## src/rtl/cfgl_pkg.sv

```systemverilog
package cfgl_pkg;
   localparam int CTRL_RUN     = 0;
   localparam int CTRL_CRC     = 1;
   localparam int CTRL_RST     = 2;
   localparam int CTRL_OPT_LSB = 3;

   typedef enum logic [1:0] {
      ACC_NONE,
      ACC_CTRL,
      ACC_CFG,
      ACC_STAT
   } acc_cls_e;
endpackage

```

## src/rtl/cfgl_decode.sv

```systemverilog
module cfgl_decode #(
   parameter int ADDR_W  = 3,
   parameter int NUM_CFG = 4,
   parameter int IDX_W   = 2
) (
   input  logic [ADDR_W-1:0]  addr,
   output cfgl_pkg::acc_cls_e cls,
   output logic [IDX_W-1:0]   idx
);
   import cfgl_pkg::*;

   localparam logic [ADDR_W-1:0] A_LAST = ADDR_W'(NUM_CFG);
   localparam logic [ADDR_W-1:0] A_STAT = ADDR_W'(NUM_CFG + 1);

   always_comb begin
      idx = IDX_W'(addr - ADDR_W'(1));
      if (addr == '0)          cls = ACC_CTRL;
      else if (addr <= A_LAST) cls = ACC_CFG;
      else if (addr == A_STAT) cls = ACC_STAT;
      else                     cls = ACC_NONE;
   end
endmodule

```

## src/rtl/cfgl_lock_policy.sv

```systemverilog
module cfgl_lock_policy #(
   parameter int NUM_CFG  = 4,
   parameter int POLL_IDX = 3,
   parameter int IDX_W    = 2
) (
   input  logic               run,
   input  logic               wr,
   input  cfgl_pkg::acc_cls_e cls,
   input  logic [IDX_W-1:0]   idx,
   input  logic               opt_diff,
   output logic [NUM_CFG-1:0] cfg_we,
   output logic               ctrl_we,
   output logic               opt_we,
   output logic               lock_err
);
   import cfgl_pkg::*;

   logic cfg_hit;
   assign cfg_hit = wr && (cls == ACC_CFG);

   for (genvar g = 0; g < NUM_CFG; g++) begin : g_we
      if (g == POLL_IDX) begin : g_free
         assign cfg_we[g] = cfg_hit && (idx == IDX_W'(g));
      end else begin : g_lock
         assign cfg_we[g] = cfg_hit && (idx == IDX_W'(g)) && !run;
      end
   end

   assign ctrl_we  = wr && (cls == ACC_CTRL);
   assign opt_we   = ctrl_we && !run;
   assign lock_err = run && ((cfg_hit && (idx != IDX_W'(POLL_IDX)))
                             || (ctrl_we && opt_diff));
endmodule

```

## src/rtl/cfgl_cfg_reg.sv

```systemverilog
module cfgl_cfg_reg #(
   parameter int                DATA_W  = 8,
   parameter logic [DATA_W-1:0] RST_VAL = '0
) (
   input  logic              clk,
   input  logic              rst_n,
   input  logic              clr,
   input  logic              we,
   input  logic [DATA_W-1:0] d,
   output logic [DATA_W-1:0] q
);
   always_ff @(posedge clk or negedge rst_n) begin
      if (!rst_n)   q <= RST_VAL;
      else if (clr) q <= RST_VAL;
      else if (we)  q <= d;
   end
endmodule

```

## src/rtl/cfg_lock_regbank.sv

```systemverilog
module cfg_lock_regbank #(
   parameter int DATA_W   = 8,
   parameter int ADDR_W   = 3,
   parameter int NUM_CFG  = 4,
   parameter int POLL_IDX = 3
) (
   input  logic                      clk,
   input  logic                      rst_n,
   input  logic [ADDR_W-1:0]         acc_addr,
   input  logic                      acc_wr,
   input  logic                      acc_rd,
   input  logic [DATA_W-1:0]         acc_wdata,
   output logic [DATA_W-1:0]         acc_rdata,
   output logic                      mon_en,
   output logic                      crc_req,
   output logic [DATA_W-4:0]         ctrl_opt,
   output logic [NUM_CFG*DATA_W-1:0] cfg_flat
);
   import cfgl_pkg::*;

   localparam int IDX_W = (NUM_CFG > 1) ? $clog2(NUM_CFG) : 1;
   localparam int OPT_W = DATA_W - CTRL_OPT_LSB;

   if (DATA_W < 4) begin : g_chk_width
      $error("DATA_W must leave at least one option bit");
   end
   if (POLL_IDX >= NUM_CFG) begin : g_chk_poll
      $error("POLL_IDX must select an existing register");
   end
   if (NUM_CFG + 2 > (1 << ADDR_W)) begin : g_chk_map
      $error("ADDR_W too small for the register map");
   end

   acc_cls_e           cls;
   logic [IDX_W-1:0]   cfg_idx;
   logic [NUM_CFG-1:0] cfg_we;
   logic               ctrl_we, opt_we, lock_err, opt_diff, soft_rst;
   logic               run_q, crc_q, err_q;
   logic [OPT_W-1:0]   opt_q;

   cfgl_decode #(.ADDR_W(ADDR_W), .NUM_CFG(NUM_CFG), .IDX_W(IDX_W)) u_dec (
      .addr(acc_addr), .cls(cls), .idx(cfg_idx)
   );

   assign opt_diff = acc_wdata[DATA_W-1:CTRL_OPT_LSB] != opt_q;

   cfgl_lock_policy #(.NUM_CFG(NUM_CFG), .POLL_IDX(POLL_IDX), .IDX_W(IDX_W)) u_pol (
      .run(run_q), .wr(acc_wr), .cls(cls), .idx(cfg_idx), .opt_diff(opt_diff),
      .cfg_we(cfg_we), .ctrl_we(ctrl_we), .opt_we(opt_we), .lock_err(lock_err)
   );

   assign soft_rst = ctrl_we && acc_wdata[CTRL_RST];

   for (genvar i = 0; i < NUM_CFG; i++) begin : g_cfg
      cfgl_cfg_reg #(.DATA_W(DATA_W)) u_reg (
         .clk(clk), .rst_n(rst_n), .clr(soft_rst), .we(cfg_we[i]),
         .d(acc_wdata), .q(cfg_flat[i*DATA_W +: DATA_W])
      );
   end

   always_ff @(posedge clk or negedge rst_n) begin
      if (!rst_n) begin
         run_q <= 1'b0;
         crc_q <= 1'b0;
         err_q <= 1'b0;
         opt_q <= '0;
      end else if (soft_rst) begin
         run_q <= 1'b0;
         crc_q <= 1'b0;
         err_q <= 1'b0;
         opt_q <= '0;
      end else begin
         crc_q <= ctrl_we && acc_wdata[CTRL_CRC];
         if (ctrl_we) run_q <= acc_wdata[CTRL_RUN];
         if (opt_we)  opt_q <= acc_wdata[DATA_W-1:CTRL_OPT_LSB];
         if (lock_err)                          err_q <= 1'b1;
         else if (acc_rd && (cls == ACC_STAT))  err_q <= 1'b0;
      end
   end

   always_comb begin
      unique case (cls)
         ACC_CTRL: acc_rdata = {opt_q, 2'b00, run_q};
         ACC_CFG:  acc_rdata = cfg_flat[cfg_idx*DATA_W +: DATA_W];
         ACC_STAT: acc_rdata = {{(DATA_W-1){1'b0}}, err_q};
         default:  acc_rdata = '0;
      endcase
   end

   assign mon_en   = run_q;
   assign crc_req  = crc_q;
   assign ctrl_opt = opt_q;
endmodule

```

## config.mk

```make
export PLATFORM = sky130hd
export DESIGN_NAME = cfg_lock_regbank
export DESIGN_NICKNAME = d
export VERILOG_FILES = /design/src/rtl/cfgl_pkg.sv /design/src/rtl/cfgl_decode.sv /design/src/rtl/cfgl_lock_policy.sv /design/src/rtl/cfgl_cfg_reg.sv /design/src/rtl/cfg_lock_regbank.sv
export SDC_FILE = /design/constraint.sdc
export NUM_CORES = 1
export LEC_CHECK = 0
export ABC_CLOCK_PERIOD_IN_PS = 1900
export BUFFER_PORTS_ARGS = -buffer_cell sky130_fd_sc_hd__buf_2
export CAP_MARGIN = 5
export CORE_MARGIN = 1
export CORE_UTILIZATION = 50
export DETAILED_ROUTE_END_ITERATION = 16
export PLACE_DENSITY_LB_ADDON = 0.2
export RECOVER_POWER = 25
export REMOVE_ABC_BUFFERS = 1
export SYNTH_ARGS = -nofsm -noshare
export SYNTH_HDL_FRONTEND = slang
export SYNTH_SLANG_ARGS = --single-unit
```

## constraint.sdc

```tcl
create_clock -name clk -period 1.9 [get_ports clk]
set_input_delay 0.19 -clock clk [delete_from_list [all_inputs] [get_ports clk]]
set_output_delay 0.19 -clock clk [all_outputs]
set_load 0.02 [all_outputs]
```

Word level (Yosys, flattened, before mapping)
Cells that the tools add are included.
{"block": "totals", "mem_count": 0, "romBits": 0, "latchBits": 0, "ram_bits": 0, "register_bits": 40}
{"block": "classes", "bitwise_logic": 0, "n_addsub": 1, "reduce_logical": 27, "shifts": 1, "div_mod_pow": 0, "muxes": 20, "n_mul": 0, "eq_ne": 9, "n_lt_le_gt_ge": 1}
{"op": "2-to-1 mux 8 bit", "count": 8}
{"op": "variable part select 32 x 6 -> 8 bit", "count": 1}
{"op": "one-hot mux 8 bit (3 select lines)", "count": 1}
{"op": "logical AND 1 bit", "count": 16}
{"op": "nonzero test 2 bit", "count": 6}
{"op": "2-to-1 mux 5 bit", "count": 2}
{"op": "== test 2 bit (second input constant)", "count": 4}
{"op": "2-to-1 mux 1 bit", "count": 6}
{"op": "2-to-1 mux 2 bit", "count": 3}
{"op": "inequality test 5 bit", "count": 1}
{"op": "== test 2 x 1 -> 1 bit (second input constant)", "count": 2}
{"op": "== test 3 bit (second input constant)", "count": 1}
{"op": "<= comparator 3 bit (second input constant)", "count": 1}
{"op": "zero test 3 bit", "count": 1}
{"op": "nonzero test 3 bit", "count": 1}
{"op": "zero test 2 bit", "count": 1}
{"op": "inequality test 2 bit (second input constant)", "count": 1}
{"op": "subtractor 2 x 1 -> 2 bit (second input constant)", "count": 1}
{"op": "zero test 1 bit", "count": 1}
{"op": "logical OR 1 bit", "count": 1}

Logic depth before layout (Yosys ltp)
Gate-level depths: netlist of the first run.
{"block": "logic_depth", "depth_word": 11, "mapped_depth": 10, "mapped_depth_nobuf": 8}

Hierarchy
From an unflattened synthesis of the first run, not the netlist that was laid out.
{"block": "unflattened", "hier_cells": 190, "hier_area_um2": 2142.1}
{"mod": "cfgl_cfg_reg", "cells_each": 26, "area_per_inst_um2": 325.3, "instances": 4, "seq_area_each_um2": 200.2}
{"mod": "cfg_lock_regbank", "cells_each": 60, "area_per_inst_um2": 675.6, "instances": 1, "seq_area_each_um2": 200.2}
{"mod": "cfgl_lock_policy", "cells_each": 15, "area_per_inst_um2": 87.6, "instances": 1, "seq_area_each_um2": 0.0}
{"mod": "cfgl_decode", "cells_each": 11, "area_per_inst_um2": 77.6, "instances": 1, "seq_area_each_um2": 0.0}

Least setup slack after synthesis of the first run
OpenSTA, ideal clock, no wires.
{"block": "synth_timing", "path_type": "input to output", "from": "in acc_addr[0]", "to": "out acc_rdata[3]", "path_buffers": 2, "cell_stages": 7, "setup_slack_ps": -29, "arrival_time_ps": 1739, "cell_sequence": "buf_4 inv_1 ha_1 clkbuf_1 mux4_2 inv_1 o21ai_0"}
{"block": "synth_via", "elab_chain_cells": 6, "word_cells_on_any_way": 12}
{"item": "from (decl)", "line": "cfg_lock_regbank.sv:9", "rtl": "input logic [ADDR_W-1:0] acc_addr,"}
{"item": "parallel branches: the longest is 5 deep, another holds subtractor 2 x 1 -> 2 bit"}
{"item": "one-hot mux 8 bit (3 select lines) *", "line": "cfg_lock_regbank.sv:82", "rtl": "unique case (cls)"}
{"item": "to (decl)", "line": "cfg_lock_regbank.sv:13", "rtl": "output logic [DATA_W-1:0] acc_rdata,"}
Mark *: on every way between the ends.

Worst setup path in the final report of the first run
{"block": "layout_timing", "from": "in acc_addr[1]", "to": "out acc_rdata[3]"}
Same word-level chain as after synthesis.

==> impl_metrics.toml, run 1 <==
[power_and_ir_drop]
leakagePower_uw = 0.00142
switchingPower_uw = 1040
sequentialPowerShare = 0.417
clockPowerShare = 0.244
p_int_uw = 1820
ir_drop_mv = 0.549
combPwrFrac = 0.339
power_uw = 2860
power_density_nw_per_um2 = 1010
swShare = 0.363

[timing]
fin_crit_sh = 0.941
max_freq_mhz = 560
period_needed_ns = 1.79
finalSetupViolCount = 0
worst_slew_pin_slew_ns = 1.20
skew_ns = 0.00335
fin_ws_ns = 0.113
hold_viol = 0
slew_headroom = 0.201
slew_viol_final = 0
rsz0062_at_grt = "no"

[cells_and_area]
post-route-util = 0.685
drive_above_1_share = 0.391
area_delta_synth_final_pct = 27.1
final_cell_mix = "nand2_1 (63), buf_2 (60), dfrtp_1 (40), a21oi_2 (23)"
layout_commonest_cell = "nand2_1"
nets = 328
n_antenna_cell = 0
post-route-cell-area_um2 = 2840

[worst_setup_path]
path_class = "primary input to primary output"
cp.buffers_inverters = 5
worst_path_dominant_cell_family = "buffers and inverters"
crit_path_cell_trace = "buf_2, inv_1, ha_2, inv_1, ha_4, o21ai_1, buf_4, o21ai_0, buf_2"
crit_path_max_fanout = 5
cp.depth = 9
crit_path_max_incr_delay_ns = 0.30
startpoint_type = "primary input"
crit_slowest_cell = "ha_4"
cp-end-kind = "primary output"
cp_data_arrival_time_ns = 1.60
r2r_cells = 5
cp.required_ns = 1.71

[global_routing]
grt_max_degree = 22
antenna_found_initial = 0
grt_pass1_wl_um = 9370
grt_pass1_vias = 1839
grt_overflow = 0
grt_use_total = 0.284

[synthesis]
yosys_warnings = 0
yosysTopAreaCell = "dfrtp_1"
netlist_area_um2 = 2230
synth-xor-area-share = 0.0196
yosysTopAreaCellShare = 0.448
synth_fa_ha_area_frac = 0.0392
syn-mean-instance-area_um2 = 9.83
yosysSeqAreaShare = 0.448
synth-edff-count = 0
synthMuxAreaShare = 0.112
synth_cell_type_count = 26
async_flop_share = 1.00
synth-main-ff-cell = "dfrtp_1"
synth_area_leaders = "dfrtp_1 (45%), nand2_1 (11%), a21oi_2 (9.0%)"
synth-seq-cells = 40
synth_top_family_by_area = "simple AND/OR/NAND/NOR gates"
yosys.area_share.simple = 0.176
syn_inst = 227
synth_compound_area_frac = 0.139

[routing]
highest_layer = "met4"
drt-total-wl_um = 5930
drc = 0
ant_nets = 0
wl_per_cell_um = 16.6
dr_wl_met3_um = 456
num_vias = 1955
viasPerCell = 5.48
drt-met1-wl_um = 2650
drtIter0Drc = 105
first_pass_iters = 4
wl_met2_um = 2730

[clocking]
numCtsBuffers = 5
clkSlewWorstSetupHoldPaths_ns = 0.08
clock_sinks = 40
h-tree-depth = 2
clk_latency_ns = 0.29
cts_tree = "built"
ctsLongestPathBuffers = 2
cts_setup_buffers = 0
clockRootBuffer = "clkbuf_8"

[die]
ios = 62
start_util = 0.539
fp.dieH_um = 68.8
core_area_um2 = 4140
dieArea_um2 = 4740
die_w_um = 68.8
row_count = 23

[place]
port_buffers = 61
place_congestion = 0.843
post-place-ws_ns = -0.0332
dpl.hpwl_um = 4470
place_area_um2 = 2710

[flow_run]
maxCapViolations = 0

[outcome]
status = "finished clean"

[hold_path]
hold_path_class = "primary input to flop"
hold_depth = 2
timing repair:
item | 4_1_cts | 5_1_grt
hold endpoints to repair | 19 | 0
resized for setup | 0 | 3
hold buffers | 1 | 0
endpoints found under the setup margin | 0 | 8
worst paths after layout:
kind,from,slack (ns),end
worst max-delay path,acc_addr[1],0.11,acc_rdata[3]
worst min-delay path,acc_wdata[2],0.17,crc_req$_DFF_PN0_
worst max register to register,mon_en$_DFFE_PN0P_,0.53,g_cfg[1].u_reg.q[2]$_DFFE_PN0P_
worst min register to register,err_q$_DFFE_PN0P_,0.55,err_q$_DFFE_PN0P_
max in group asynchronous,rst_n,0.53,g_cfg[0].u_reg.q[5]$_DFFE_PN0P_
min in group asynchronous,rst_n,0.66,g_cfg[3].u_reg.q[2]$_DFFE_PN0P_
final cells by class:
| cell class | count | area, um2 |
|---|---|---|
| flip-flops and latches | 40 | 1000 |
| multi-input cells | 162 | 1100 |
| repair buffers | 82 | 510 |
| clock buffers | 6 | 72.6 |
| fillers | 345 | 1310 |
| well taps | 50 | 62.6 |
| clock inverters | 2 | 35.0 |
| inverters | 15 | 56.3 |
registers in the layout, indices dropped and copies added (netlist names):
register,flops
mon_en,1
ctrl_opt,5
crc_req,1
g_cfg.u_reg.q,32
err_q,1
power groups by stage:
stage	Sequential, uW	Clock [uW]	Combinational, uW
after detailed placement	1200	0	961
after global routing	1210	745	1060
final	1190	698	968
after CTS	1190	698	970
after global placement	1200	0	938
after floorplan	1370	0	407
cell usage after synthesis (all sizes together), types with 5 or more instances:
cell type and count:
nand2 63, dfrtp 40, a21oi 27, inv 15, o21ai 13, buf 9, nor2 9, mux4 8
ha 7, mux2i 7, nand3 7, xnor2 5
worst register-to-register path: cells and delay by family (launching register included):
family,cells,cell delay [ns]
simple gates,3,0.57
flops,1,0.45
compound gates,1,0.14
buf+inv,1,0.13
cells by family after synthesis:
logic type      Yosys count
fa+ha+maj                 7
mux                      15
flops                    40
compound gates           43
buf+inv                  25
simple gates             92
xor+xnor                  5
through the flow:
stage / cells / TNS [ns] / hold slack, ns
6_report: 357 / 0 / 0.170
5_1_grt: 357 / 0 / 0.182
4_1_cts: 357 / 0 / 0.174
3_5_place_dp: 348 / -0.0804 / 0.173
3_3_place_gp: 348 / 0 / 0.173
2_1_floorplan: 217 / -6.48 / -0.106
layer usage:
metal | vias up | GRT usage
li1 | 916 | -
met3 | 12 | 0.0658
met4 | 0 | 0.0995
met1 | 943 | 0.404
met2 | 84 | 0.423
met5 | - | 0
Power figures use the tool's default switching activity.
==> run 2, diff against run 1 <==
--- a/config.mk
+++ b/config.mk
@@ -5,7 +5,8 @@
 export SDC_FILE = /design/constraint.sdc
 export NUM_CORES = 1
 export LEC_CHECK = 0
-export ABC_CLOCK_PERIOD_IN_PS = 1900
+export ABC_AREA = 1
+export ABC_CLOCK_PERIOD_IN_PS = 2290
 export BUFFER_PORTS_ARGS = -buffer_cell sky130_fd_sc_hd__buf_2
 export CAP_MARGIN = 5
 export CORE_MARGIN = 1
==> constraint.sdc (replaced) <==
create_clock -name clk -period 2.29 [get_ports clk]
set_input_delay 0.229 -clock clk [delete_from_list [all_inputs] [get_ports clk]]
set_output_delay 0.229 -clock clk [all_outputs]
set_load 0.02 [all_outputs]
==> run 2 against run 1 <==
  * Hold slack worse by 0.083 ns
  * Combinational power is 11% lower
  * Clock skew up 0.0021 ns
  * Core utilization shrank 4.0 points
  * Via count increased by 3.0%
  * Worst setup slack better by 0.25 ns
  * Critical path type unchanged
  * Largest cell class is now registers
  * Highest routed layer unchanged
==> impl_metrics.toml, run 2 <==
[outcome]
status = "finished clean"

[global_routing]
grt_max_degree = 41
antenna_found_initial = 0
grt_overflow = 0
grt_use_total = 0.253
grt_pass1_vias = 1809
grt_pass1_wl_um = 8560

[clocking]
clk_latency_ns = 0.29
cts_resized = 0
numCtsBuffers = 5
cts_tree = "built"
cts_setup_buffers = 0
clkSlewWorstSetupHoldPaths_ns = 0.08
h-tree-depth = 2
cts_hold_buf = 0
ctsLongestPathBuffers = 2
clock_sinks = 40
clockRootBuffer = "clkbuf_8"

[synthesis]
synth_cell_type_count = 26
ys_top_cells_by_count = "nand2_1 (60), dfrtp_1 (40), inv_1 (38)"
yosys_warnings = 0
async_flop_share = 1.00
synth-main-ff-cell = "dfrtp_1"
synth_area_leaders = "dfrtp_1 (45%), nand2_1 (10%), inv_1 (6.4%)"
synth.most_common_cell = "nand2_1"
netlist_area_um2 = 2220
syn-mean-instance-area_um2 = 8.16
synth_fa_ha_area_frac = 0.0395
synth-seq-cells = 40
yosys.area_share.simple = 0.199
synth-edff-count = 0
synthMuxAreaShare = 0
synth-xor-area-share = 0.00395
yosysSeqAreaShare = 0.451
syn_inst = 272
yosysTopAreaCell = "dfrtp_1"
synth_top_family_by_area = "compound AO/OA/AOI/OAI gates"
yosysTopAreaCellShare = 0.451
synth_compound_area_frac = 0.206

[cells_and_area]
drive_above_1_share = 0.296
largest_reg_flops = 32
fillers = 389
post-route-cell-area_um2 = 2670
nets = 359
area_delta_synth_final_pct = 20.4
n_antenna_cell = 0
top_register = "g_cfg.u_reg.q"
final_cell_mix = "nand2_1 (60), buf_2 (60), dfrtp_1 (40), inv_1 (38), o21ai_0 (27)"

[worst_setup_path]
crit_path_cell_trace = "buf_2, inv_1, ha_1, inv_1, ha_1, nand2_1, o31ai_1, buf_2"
cp.required_ns = 2.06
crit_path_max_fanout = 4
crit_slowest_cell = "ha_1"
cp-end-kind = "primary output"
startpoint_type = "primary input"
crit_path_max_incr_delay_ns = 0.36
path_class = "primary input to primary output"
cp.buffers_inverters = 4
cp_data_arrival_time_ns = 1.70
worst_path_dominant_cell_family = "buffers and inverters"

[timing]
skew_ns = 0.00549
slew_viol_final = 0
hold_viol = 0
max_freq_mhz = 518
tns_ns = 0
period_needed_ns = 1.93
worst_slew_pin_slew_ns = 1.01
fin_ws_ns = 0.358
slew_headroom = 0.330
fin_crit_sh = 0.844
finalSetupViolCount = 0
rsz0062_at_grt = "no"

[power_and_ir_drop]
sequentialPowerShare = 0.409
combPwrFrac = 0.353
clockPowerShare = 0.238
leakagePower_uw = 0.00144
power_density_nw_per_um2 = 910
p_int_uw = 1490
ir_drop_mv = 0.476
swShare = 0.388
switchingPower_uw = 944
power_uw = 2430

[routing]
wl_met2_um = 2530
viasPerCell = 5.19
num_vias = 2014
dr_wl_met3_um = 284
drt-total-wl_um = 5400
drc = 0
drt-met1-wl_um = 2520
wl_per_cell_um = 13.9
highest_layer = "met4"
drtIter0Drc = 154
first_pass_iters = 4
ant_nets = 0

[place]
place_area_um2 = 2560
place_congestion = 0.921
dpl.hpwl_um = 3920
port_buffers = 61
post-place-ws_ns = 0.248

[flow_run]
maxCapViolations = 0

[die]
ios = 62
row_count = 23
start_util = 0.536
core_area_um2 = 4140
die_w_um = 68.6
dieArea_um2 = 4710
fp.dieH_um = 68.6

[hold_path]
hold_path_class = "primary input to asynchronous set/reset pin"
==> run 2: changes by cell type after synthesis, moves of 4 or more <==
| cell | previous run | this run |
|---|---|---|
| a21oi_1 | 4 | 26 |
| mux2i_1 | 7 | 0 |
| a21oi_2 | 23 | 1 |
| nand2_4 | 0 | 6 |
| o21ai_1 | 1 | 13 |
| o21ai_2 | 0 | 8 |
| o22ai_1 | 0 | 4 |
| mux4_2 | 8 | 0 |
| inv_1 | 15 | 38 |
| o21ai_0 | 12 | 27 |
| nand2_2 | 0 | 4 |
| xnor2_1 | 5 | 1 |
==> run 2: cell type report <==
type	instances	area, um2	share of cell area
Tap cell	50	62.6	0.0234
Clock buffer	5	68.8	0.0257
Clock inverter	3	42.5	0.0159
Sequential cell	40	1000	0.375
Multi-Input combinational cell	182	996	0.373
Timing Repair Buffer	65	335	0.125
Inverter	43	166	0.0623
==> run 2: stage by stage <==
step / hold WS [ns] / util / cells
CTS: 0.0886 / 0.645 / 388
detailed placement: 0.407 / 0.618 / 380
global route: 0.169 / 0.645 / 388
floorplan: -0.0666 / - / 265
global placement: 0.399 / 0.618 / 380
finish: 0.0875 / 0.645 / 388
==> run 2: final timing paths <==
kind / end / start / slack [ns] / depth (start not counted)
min in group clk: err_q$_DFFE_PN0P_ / acc_rd / 0.19 / 4
hold reg to reg: g_cfg[3].u_reg.q[7]$_DFFE_PN0P_ / g_cfg[3].u_reg.q[7]$_DFFE_PN0P_ / 0.51 / 2
setup reg to reg: g_cfg[1].u_reg.q[2]$_DFFE_PN0P_ / mon_en$_DFFE_PN0P_ / 0.95 / 5
hold / removal: g_cfg[2].u_reg.q[7]$_DFFE_PN0P_ / rst_n / 0.09 / 1
max in group asynchronous: g_cfg[3].u_reg.q[4]$_DFFE_PN0P_ / rst_n / 1.58 / 1
setup / recovery: acc_rdata[6] / acc_addr[1] / 0.36 / 8
==> run 2: cell families after synthesis <==
group	Yosys count
DFF	40
xor gates and xnor gates	1
buffers and inverters	50
adders and majority gates	7
AOI/OAI and AO/OA	81
and+or+nand+nor	93
==> run 2: metal layers <==
| layer | up-vias | track usage |
|---|---|---|
| met2 | 61 | 0.380 |
| met5 | - | 0 |
| li1 | 1007 | - |
| met1 | 939 | 0.362 |
| met4 | 0 | 0.0911 |
| met3 | 7 | 0.0444 |
==> run 2: power by group through the flow <==
stage | Clock (uW) | Combinational [uW] | Sequential, uW
6_report | 580 | 858 | 994
5_1_grt | 620 | 952 | 1020
4_1_cts | 586 | 864 | 994
3_5_place_dp | 0 | 860 | 1010
3_3_place_gp | 0 | 846 | 1000
2_1_floorplan | 0 | 350 | 1200
==> run 3, diff against run 2 <==
--- a/config.mk
+++ b/config.mk
@@ -6,11 +6,11 @@
 export NUM_CORES = 1
 export LEC_CHECK = 0
 export ABC_AREA = 1
-export ABC_CLOCK_PERIOD_IN_PS = 2290
+export ABC_CLOCK_PERIOD_IN_PS = 1710
 export BUFFER_PORTS_ARGS = -buffer_cell sky130_fd_sc_hd__buf_2
 export CAP_MARGIN = 5
 export CORE_MARGIN = 1
-export CORE_UTILIZATION = 50
+export CORE_UTILIZATION = 47
 export DETAILED_ROUTE_END_ITERATION = 16
 export PLACE_DENSITY_LB_ADDON = 0.2
 export RECOVER_POWER = 25
==> constraint.sdc (replaced) <==
create_clock -name clk -period 1.71 [get_ports clk]
set_input_delay 0.171 -clock clk [delete_from_list [all_inputs] [get_ports clk]]
set_output_delay 0.171 -clock clk [all_outputs]
set_load 0.02 [all_outputs]
==> run 3 against run 2 <==
  * The flow now finishes with violations (DRC)
  * Design area grew 9.6%
  * Combinational power is 42% higher
  * Critical path depth up 1
  * Sequential share of layout area is 3.3 points lower
  * Die area increased by 6.2%
  * Worst setup slack lost 0.32 ns
  * Flip-flop and latch count unchanged
  * Global-route usage shrank 2.1 points
  * Critical path type unchanged
  * Highest routed layer unchanged
==> impl_metrics.toml, run 3 (synthesized netlist as in run 2, its figures left out) <==
[outcome]
status = "finished with violations"
violations = "DRC"

[clocking]
h-tree-depth = 2
clockRootBuffer = "clkbuf_8"
clock_sinks = 40
numCtsBuffers = 5
clkSlewWorstSetupHoldPaths_ns = 0.09
ctsLongestPathBuffers = 2
clk_latency_ns = 0.29
cts_tree = "built"

[hold_path]
hold_start = "acc_rd"
hold_path_class = "primary input to flop"
hold_depth = 4

[worst_setup_path]
crit_path_cell_trace = "buf_2, inv_2, ha_4, clkinvlp_4, buf_6, buf_4, a21oi_1, o22ai_2, buf_4"
cpMostUsedCell = "buf_4"
worstSetupStartpoint = "acc_addr[0]"
path_class = "primary input to primary output"
r2r_cells = 5
cp.depth = 9
r2r_slack_ns = 0.46
crit-reg2reg-launch = "mon_en$_DFFE_PN0P_"
crit_path_max_fanout = 4
cp-end-kind = "primary output"
worst_path_dominant_cell_family = "buffers and inverters"
startpoint_type = "primary input"
crit_slowest_cell = "ha_4"
cp.required_ns = 1.54
crit_path_max_incr_delay_ns = 0.28
cp_data_arrival_time_ns = 1.51
cp.buffers_inverters = 6

[die]
dieArea_um2 = 5000
row_count = 24
fp.dieH_um = 70.7
ios = 62
core_area_um2 = 4440
die_w_um = 70.7
start_util = 0.499

[cells_and_area]
post-route-cell-area_um2 = 2930
nets = 383
largest_reg_flops = 32
drive_above_1_share = 0.354
top_register = "g_cfg.u_reg.q"
fillers = 385
area_delta_synth_final_pct = 32.0
n_antenna_cell = 0
final_cell_mix = "nand2_1 (60), buf_2 (56), dfrtp_1 (40), inv_1 (37), buf_4 (28)"
layout_commonest_cell = "nand2_1"

[flow_run]
maxCapViolations = 0

[place]
place_area_um2 = 2730
place_congestion = 0.839
port_buffers = 61
dpl.hpwl_um = 4140

[routing]
ant_nets = 0
viasPerCell = 5.07
num_vias = 2098
drtIter0Drc = 104
first_pass_iters = 10
wl_per_cell_um = 13.7
drc = 2
drt-total-wl_um = 5670

[global_routing]
antenna_found_initial = 0
grt_pass1_wl_um = 8990
grt_use_total = 0.232
grt_overflow = 0
grt_pass1_vias = 1868
grt_max_degree = 23

[power_and_ir_drop]
power_density_nw_per_um2 = 1150
ir_drop_mv = 0.648
power_uw = 3370
leakagePower_uw = 0.00156

[timing]
skew_ns = 0.00536
finalSetupViolCount = 0
hold_viol = 0
fin_crit_sh = 0.981
tns_ns = 0
slew_viol_final = 0
slew_headroom = 0.271
period_needed_ns = 1.68
max_freq_mhz = 596
worst_slew_pin_slew_ns = 1.09
## run 3: changes by cell type in the layout (fill, tap and decap cells not counted), sizes merged
cell,change
buf,+23
clkinv,-2
clkinvlp,+1
dlygate4sd3,+1
inv,+1
## run 3: power breakdown
group          switching, uW  total [uW]  internal, uW
Combinational            774        1220           450
Sequential               162        1330          1170
Clock                    373         814           440
Total                   1310        3370          2060
## run 3: repair_timing
action	4_1_cts	5_1_grt
endpoints found under the setup margin	0	8
setup buffers	0	3
hold buffers	1	0
resized for setup	0	16
endpoints found under the hold margin	18	0
## run 3: layer usage
| metal | up-vias | GRT usage | wire [um] |
|---|---|---|---|
| met4 | 0 | 0.0689 | 75 |
| met2 | 76 | 0.378 | 2660 |
| li1 | 1057 | - | - |
| met3 | 8 | 0.0427 | 405 |
| met1 | 957 | 0.316 | 2520 |
| met5 | - | 0 | 0 |
## run 3: final cells by class
type	instances	area [um2]	share of cell area
clock buffer	5	68.8	0.0235
inverter	43	170	0.0581
multi-input combinational	182	1030	0.352
clock inverter	3	46.3	0.0158
tap	52	65.1	0.0222
timing repair buffer	89	547	0.187
sequential	40	1000	0.342
## run 3: worst min-delay path: cells and delay by family
kind | cells | cell delay (ns)
AOI/OAI and AO/OA | 1 | 0.06
buffers and inverters | 1 | 0.08
and+or+nand+nor | 2 | 0.09
## run 3: path summary, 6_finish.rpt
kind                                                    to
setup reg to reg           g_cfg[0].u_reg.q[1]$_DFFE_PN0P_
max in group asynchronous  g_cfg[3].u_reg.q[5]$_DFFE_PN0P_
setup / recovery                              acc_rdata[3]
hold reg to reg            g_cfg[3].u_reg.q[7]$_DFFE_PN0P_
hold / removal                           err_q$_DFFE_PN0P_
min in group asynchronous  g_cfg[2].u_reg.q[7]$_DFFE_PN0P_
## run 3: through the flow
stage                     cells   util  worst slack, ns  hold slack [ns]
final                       414  0.659           0.0332            0.137
after global routing        414  0.659          -0.0328            0.187
after CTS                   411  0.642          0.00696            0.134
after detailed placement    402  0.613         0.000487            0.146
after global placement      402  0.613           0.0423            0.141
after floorplan             265      -           -0.140           -0.125
